### config.mk
export PLATFORM = sky130hd
export DESIGN_NAME = pic8_core
export DESIGN_NICKNAME = d
export VERILOG_FILES = /design/src/rtl/pic8_pkg.sv /design/src/rtl/pic8_req_latch.sv /design/src/rtl/pic8_prio_resolve.sv /design/src/rtl/pic8_cfg_seq.sv /design/src/rtl/pic8_core.sv
export SDC_FILE = /design/constraint.sdc
export NUM_CORES = 1
export LEC_CHECK = 0
export BUFFER_PORTS_ARGS = -buffer_cell sky130_fd_sc_hd__buf_2
export CAP_MARGIN = 5
export CORE_MARGIN = 2
export CORE_UTILIZATION = 50
export CTS_CLUSTER_SIZE = 40
export DETAILED_ROUTE_END_ITERATION = 8
export PLACE_DENSITY_LB_ADDON = 0.3
export SYNTH_ARGS = -nofsm -noshare
export SYNTH_HDL_FRONTEND = slang
export SYNTH_SLANG_ARGS = --single-unit
### constraint.sdc
create_clock -name clk -period 3 [get_ports clk]
set_clock_uncertainty 0.2 [all_clocks]
set_input_delay 0.6 -clock clk [delete_from_list [all_inputs] [get_ports clk]]
set_output_delay 0.6 -clock clk [all_outputs]
set_load 0.005 [all_outputs]
### src/rtl/pic8_pkg.sv
`timescale 1ns/1ps
package pic8_pkg;
  localparam int NLEV = 8;
  localparam int LVW  = $clog2(NLEV);
  localparam int DW   = 8;

  typedef enum logic [1:0] {
    SEQ_RUN  = 2'd0,
    SEQ_BASE = 2'd1,
    SEQ_CASC = 2'd2,
    SEQ_MODE = 2'd3
  } seq_state_e;

  // index of the lowest set bit; NLEV when none is set
  function automatic logic [LVW:0] first_set(input logic [NLEV-1:0] v);
    logic [LVW:0] idx;
    idx = (LVW+1)'(NLEV);
    for (int i = NLEV-1; i >= 0; i--)
      if (v[i]) idx = (LVW+1)'(i);
    return idx;
  endfunction

  // isolate the lowest set bit
  function automatic logic [NLEV-1:0] lowest_bit(input logic [NLEV-1:0] v);
    return v & (~v + {{(NLEV-1){1'b0}}, 1'b1});
  endfunction

  // poll result: flag in msb, level in low bits, all-ones level when empty
  function automatic logic [DW-1:0] poll_word(input logic valid, input logic [LVW-1:0] lvl);
    logic [DW-1:0] w;
    w = '0;
    w[DW-1] = valid;
    w[LVW-1:0] = valid ? lvl : {LVW{1'b1}};
    return w;
  endfunction
endpackage

### src/rtl/pic8_req_latch.sv
`timescale 1ns/1ps
module pic8_req_latch
  import pic8_pkg::*;
(
  input  logic            clk,
  input  logic            rst_n,
  input  logic [NLEV-1:0] req_in,
  input  logic            clr_all,
  input  logic [NLEV-1:0] ack_onehot,
  output logic [NLEV-1:0] irr,
  output logic [NLEV-1:0] rise
);
  logic [NLEV-1:0] prev_q;

  assign rise = req_in & ~prev_q;

  always_ff @(posedge clk) begin
    if (!rst_n) begin
      prev_q <= '0;
      irr    <= '0;
    end else begin
      prev_q <= req_in;
      if (clr_all) irr <= '0;
      else         irr <= (irr & ~ack_onehot) | rise;
    end
  end

  // a fresh edge is always recorded
  a_r2_edge_latched: assert property (@(posedge clk) disable iff (!rst_n)
    !clr_all |=> ((irr & $past(rise)) == $past(rise)));
endmodule

### src/rtl/pic8_prio_resolve.sv
`timescale 1ns/1ps
module pic8_prio_resolve
  import pic8_pkg::*;
(
  input  logic [NLEV-1:0] irr,
  input  logic [NLEV-1:0] mask,
  input  logic [NLEV-1:0] isr,
  output logic            win_valid,
  output logic [LVW-1:0]  win_level,
  output logic [NLEV-1:0] win_onehot
);
  logic [NLEV-1:0] pend;
  logic [LVW:0]    pend_idx;
  logic [LVW:0]    isr_idx;

  always_comb begin
    pend       = irr & ~mask;
    pend_idx   = first_set(pend);
    isr_idx    = first_set(isr);
    win_valid  = pend_idx < isr_idx;
    win_level  = pend_idx[LVW-1:0];
    win_onehot = win_valid ? lowest_bit(pend) : '0;
  end
endmodule

### src/rtl/pic8_cfg_seq.sv
`timescale 1ns/1ps
module pic8_cfg_seq
  import pic8_pkg::*;
(
  input  logic          clk,
  input  logic          rst_n,
  input  logic          bus_a0,
  input  logic          bus_wr,
  input  logic [DW-1:0] bus_wdata,
  input  logic          poll_take,
  output logic [DW-1:0] mask,
  output logic          sel_isr,
  output logic          poll_armed,
  output logic          start_fire,
  output logic          eoi_fire,
  output logic [DW-1:0] vec_base,
  output logic [DW-1:0] cascade,
  output logic [DW-1:0] mode
);
  seq_state_e state;
  logic       skip_casc;
  logic       want_mode;
  logic       cmd_wr;
  logic       run;

  assign cmd_wr     = bus_wr & ~bus_a0;
  assign run        = (state == SEQ_RUN);
  assign start_fire = cmd_wr & bus_wdata[4];
  assign eoi_fire   = cmd_wr & run & ~bus_wdata[4] & ~bus_wdata[3] & (bus_wdata[7:5] == 3'b001);

  always_ff @(posedge clk) begin
    if (!rst_n) begin
      state      <= SEQ_RUN;
      mask       <= '1;
      sel_isr    <= 1'b0;
      poll_armed <= 1'b0;
      skip_casc  <= 1'b0;
      want_mode  <= 1'b0;
      vec_base   <= '0;
      cascade    <= '0;
      mode       <= '0;
    end else begin
      if (poll_take) poll_armed <= 1'b0;
      if (start_fire) begin
        state      <= SEQ_BASE;
        mask       <= '0;
        sel_isr    <= 1'b0;
        poll_armed <= 1'b0;
        skip_casc  <= bus_wdata[1];
        want_mode  <= bus_wdata[0];
      end else if (bus_wr && bus_a0) begin
        unique case (state)
          SEQ_RUN:  mask <= bus_wdata;
          SEQ_BASE: begin
            vec_base <= bus_wdata;
            state    <= skip_casc ? (want_mode ? SEQ_MODE : SEQ_RUN) : SEQ_CASC;
          end
          SEQ_CASC: begin
            cascade <= bus_wdata;
            state   <= want_mode ? SEQ_MODE : SEQ_RUN;
          end
          SEQ_MODE: begin
            mode  <= bus_wdata;
            state <= SEQ_RUN;
          end
          default: state <= SEQ_RUN;
        endcase
      end else if (cmd_wr && run && bus_wdata[3]) begin
        if (bus_wdata[2]) poll_armed <= 1'b1;
        if (bus_wdata[1]) sel_isr <= bus_wdata[0];
      end
    end
  end

  // a start byte always opens the sequence with an open mask
  a_r9_start_opens: assert property (@(posedge clk) disable iff (!rst_n)
    start_fire |=> (state == SEQ_BASE && mask == '0 && !poll_armed));
  // a poll read disarms the poll unless a new arm arrives
  a_r6_poll_once: assert property (@(posedge clk) disable iff (!rst_n)
    (poll_take && !bus_wr) |=> !poll_armed);
endmodule

### src/rtl/pic8_core.sv
`timescale 1ns/1ps
module pic8_core
  import pic8_pkg::*;
(
  input  logic       clk,
  input  logic       rst_n,
  input  logic [7:0] req_in,
  input  logic       bus_a0,
  input  logic       bus_wr,
  input  logic       bus_rd,
  input  logic [7:0] bus_wdata,
  output logic [7:0] bus_rdata,
  output logic       irq_out,
  output logic [7:0] cfg_vec_base,
  output logic [7:0] cfg_cascade,
  output logic [7:0] cfg_mode
);
  logic [NLEV-1:0] irr, isr, mask, rise;
  logic [NLEV-1:0] win_onehot, ack_set, eoi_clr;
  logic [LVW-1:0]  win_level;
  logic            win_valid, sel_isr, poll_armed;
  logic            start_fire, eoi_fire, poll_take, poll_ack;

  assign poll_take = bus_rd & ~bus_a0 & poll_armed;
  assign poll_ack  = poll_take & win_valid;
  assign ack_set   = poll_ack ? win_onehot : '0;
  assign eoi_clr   = eoi_fire ? lowest_bit(isr) : '0;

  pic8_req_latch u_latch (
    .clk(clk), .rst_n(rst_n), .req_in(req_in), .clr_all(start_fire),
    .ack_onehot(ack_set), .irr(irr), .rise(rise)
  );

  pic8_prio_resolve u_prio (
    .irr(irr), .mask(mask), .isr(isr),
    .win_valid(win_valid), .win_level(win_level), .win_onehot(win_onehot)
  );

  pic8_cfg_seq u_seq (
    .clk(clk), .rst_n(rst_n), .bus_a0(bus_a0), .bus_wr(bus_wr),
    .bus_wdata(bus_wdata), .poll_take(poll_take), .mask(mask),
    .sel_isr(sel_isr), .poll_armed(poll_armed), .start_fire(start_fire),
    .eoi_fire(eoi_fire), .vec_base(cfg_vec_base), .cascade(cfg_cascade),
    .mode(cfg_mode)
  );

  always_ff @(posedge clk) begin
    if (!rst_n)          isr <= '0;
    else if (start_fire) isr <= '0;
    else                 isr <= (isr & ~eoi_clr) | ack_set;
  end

  assign irq_out = win_valid;

  always_comb begin
    if (bus_a0)          bus_rdata = mask;
    else if (poll_armed) bus_rdata = poll_word(win_valid, win_level);
    else if (sel_isr)    bus_rdata = isr;
    else                 bus_rdata = irr;
  end

  // the acknowledged level is in service afterwards
  a_r6_poll_marks_isr: assert property (@(posedge clk) disable iff (!rst_n)
    (poll_ack && !start_fire) |=> ((isr & $past(ack_set)) == $past(ack_set)));
  // an empty poll leaves the in-service register alone
  a_r7_empty_poll_keeps_isr: assert property (@(posedge clk) disable iff (!rst_n)
    (poll_take && !win_valid && !eoi_fire && !start_fire) |=> (isr == $past(isr)));
  // end-of-interrupt removes at most one in-service bit
  a_r5_eoi_single_bit: assert property (@(posedge clk) disable iff (!rst_n)
    (eoi_fire && !poll_ack) |=>
      ($countones(isr) == $countones($past(isr)) - (($past(isr) != '0) ? 1 : 0)));
  // the winner is one unmasked pending request
  a_r4_win_unmasked: assert property (@(posedge clk) disable iff (!rst_n)
    win_valid |-> ($onehot0(win_onehot) && ((win_onehot & irr & ~mask) == win_onehot)));
  // initialization empties both request and service state
  a_r9_start_clears: assert property (@(posedge clk) disable iff (!rst_n)
    start_fire |=> (isr == '0 && irr == '0));
endmodule

==> results.json <==
{
  "cts_tree": "done",
  "io_pins": 54,
  "cts-root-buf": "clkbuf_8",
  "antenna_cells": 0,
  "clkPwrFrac": 0.368,
  "status": "complete, but fails checks",
  "p_per_area_mw_per_mm2": 498.2,
  "grt_pass1_wl_um": 13350,
  "min_period_ns": 3.362,
  "async_flop_share": 0,
  "slew_viol_final": 0,
  "finish.utilization": 0.7064,
  "rows": 27,
  "whs_ns": 0.2532,
  "ant_nets": 0,
  "crit_required_ns": 2.20,
  "critPathLaunchType": "flop",
  "intPower_uw": 1435,
  "worstSetupEndpoint": "bus_rdata[7]",
  "pwr-share-seq": 0.446,
  "maxCapViolCount": 0,
  "yosysSeqAreaShare": 0.4309,
  "syn_inst": 359,
  "nFillCells": 438,
  "synthFlopType": "dfxtp_1",
  "synth_area_leaders": "dfxtp_1 43%, nand2_1 11%, a21oi_1 4.5%",
  "die_h_um": 79.90,
  "port_buffers": 53,
  "worstReg2RegStart": "u_latch.irr[6]",
  "grt_max_degree": 18,
  "yosysTopAreaCell": "dfxtp_1",
  "ys_ff_latch": 62,
  "yosysWarnings": 0,
  "grtUsageMet1": 0.3270,
  "tns_ns": -1.645,
  "worst_skew_pair.late_latency_ns": 0.33,
  "crit_fanout": 3,
  "fin_nets": 483,
  "synthToLayoutAreaGrowth_pct": 35.88,
  "grt.total_usage": 0.2710,
  "cts_buffers": 9,
  "path_cells": "nor2b_4 > nor4_4 > and3_4 > ha_4 > a2111oi_4 > a31oi_4 > buf_6 > a31oi_2 > buf_2",
  "grt_remaining_overflow": 0,
  "timing.slew.headroom": 0.5014,
  "cp.arrival_ns": 2.56,
  "gp_congestion": 0.9055,
  "dr.first_iter.drc_count": 304,
  "hold_class": "flop to flop",
  "synth_most_common_cell": "nand2_1",
  "grt_use_met2": 0.4592,
  "antenna_found_initial": 0,
  "syn-num-nets": 383,
  "p_leak_uw": 0.001672,
  "wl_per_cell_um": 15.37,
  "power_uw": 1950,
  "die-area_mm2": 0.006384,
  "synth_edf_count": 0,
  "grt_pass1_vias": 2881,
  "ir_worst_vdd_uv": 352.8,
  "failed_checks": "setup timing",
  "p_sw_frac": 0.2641,
  "initial_utilization": 0.5199,
  "finalCritPeriodShare": 1.121,
  "ys_types": 45,
  "syn_area_mm2": 0.002880,
  "reg2regPathDepth": 10,
  "core_area_mm2": 0.005540,
  "regToRegSetupSlack_ns": 0.12,
  "critPathMaxStageDelay_ns": 0.43,
  "yosys-top-cells-count": "84 x nand2_1, 62 x dfxtp_1, 26 x a21oi_1",
  "finalHoldViolations": 0,
  "num_vias": 3012,
  "clock_path_buffers": 2,
  "dp_hpwl_um": 5907,
  "synth_top_area_share": 0.4309,
  "rsz0062_at_grt": "yes",
  "worst_slew_pin_slew_ns": 0.7415,
  "power_switching_uw": 514.9,
  "firstDrtPassIters": 5,
  "placed_cells": 513,
  "fp.dieW_um": 79.90,
  "gr-usage-met3": 0.06222,
  "critPathKind": "flop to output pin",
  "power_frac_comb": 0.185,
  "top_usage_layer": "met2",
  "final_cells": 535,
  "wl_um": 8225,
  "layout_setup_ws_ns": -0.3619,
  "viasPerCell": 5.630,
  "htreeDepth": 3,
  "setup.worst_path.end_class": "output pin",
  "setup_viol": 5,
  "reg2reg_to": "u_latch.irr[6]",
  "worstSetupStartpoint": "u_latch.irr[6]",
  "drive_gt1_frac": 0.3413,
  "clkTransAtPathRegs_ns": 0.07,
  "syn_area_per_cell_um2": 8.023,
  "cts-hold-fix-buffers": 0,
  "cpMaxStageDelayCell": "a2111oi_4",
  "drc": 0,
  "clock_sinks": 62,
  "fmax_ghz": 0.2975
}
## power by group through the flow
stage | combinational [uW] | sequential, uW | clock [uW]
final | 361 | 870 | 718
after global routing | 389 | 872 | 759
after CTS | 317 | 867 | 725
after detailed placement | 277 | 884 | 0
after global placement | 274 | 882 | 0
after floorplan | 140 | 884 | 0
## layout by cell type (no fill, tap or decap), drive strengths merged, types with 2 or more instances in the layout
master	netlist	routed
nor2b	13	13
nand2	84	84
clkbuf	10	11
dfxtp	62	62
a31oi	5	5
clkinv	1	3
ha	3	3
nand4	3	3
nand2b	9	9
o21ai	20	20
o211ai	8	8
and2	12	12
o22ai	4	4
nor3	4	4
mux2	3	3
nor2	22	22
mux2i	8	8
a21oi	26	26
a22oi	2	2
nand3	11	11
inv	7	7
a21boi	13	13
nor4	4	4
o31ai	5	5
buf	5	104
## stage by stage
step           worst slack, ns  area, um2
2_1_floorplan           0.1117       2880
3_3_place_gp           -0.1521       3505
3_5_place_dp           -0.1542       3505
4_1_cts                -0.3011       3802
5_1_grt                -0.4360       3914
6_report               -0.3619       3914
## how the worst min path moves through the flow
stage | from | endpoint | slack, ns | cells past startpoint
floorplan | u_seq.cascade[0] | u_seq.cascade[0] | 0.25 | 2
global placement | u_seq.cascade[0] | u_seq.cascade[0] | 0.24 | 2
detailed placement | u_seq.mode[5] | u_seq.mode[5] | 0.25 | 2
CTS | u_seq.mode[5] | u_seq.mode[5] | 0.25 | 2
global route | req_in[7] | u_latch.prev_q[7] | 0.28 | 2
finish | u_seq.mode[1] | u_seq.mode[1] | 0.25 | 2
## layout make-up
class | count | area (um2) | area share
clock buffer | 11 | 141.4 | 0.03613
inverter | 8 | 32.53 | 0.008312
timing repair buffer | 104 | 658.1 | 0.1682
multi-input combinational | 274 | 1695 | 0.4332
tap | 72 | 90.09 | 0.02302
clock inverter | 4 | 47.55 | 0.01215
sequential | 62 | 1249 | 0.3191
## logic make-up after synthesis
kind of cell	synth area share
buffers and inverters	0.03171
multiplexers	0.03953
AO/OA/AOI/OAI	0.2120
flip-flops	0.4309
AND/OR/NAND/NOR	0.2728
adder cells (fa/ha/maj)	0.01303
## per-layer routing
layer	routed length (um)	vias to the layer above
met5	0	-
met4	204	0
met3	653	24
met2	3963	129
met1	3403	1406
li1	-	1453
## worst max-delay path, delay by kind of cell, from the launching register on
family                     cells  cell delay, ns
AOI/OAI and AO/OA              3            0.73
and+or+nand+nor                3            0.64
buffers and inverters          2            0.33
DFF                            1            0.32
adders and majority gates      1            0.20
## sequential cells by signal, indices dropped and copies added (netlist names), 2 cells and up
name and cells:
isr 8, u_latch.irr 8, u_latch.prev_q 8, u_seq.cascade 8
u_seq.mask 8, u_seq.mode 8, u_seq.state 2, u_seq.vec_base 8
## timing repair
item,4_1_cts,5_1_grt
gates resized for setup,19,20
endpoints found under the hold margin,0,0
endpoints found under the setup margin,5,5
cloned,0,0
pin swaps,9,9
buffers inserted,3,4
(Power assumes the default switching activity.)
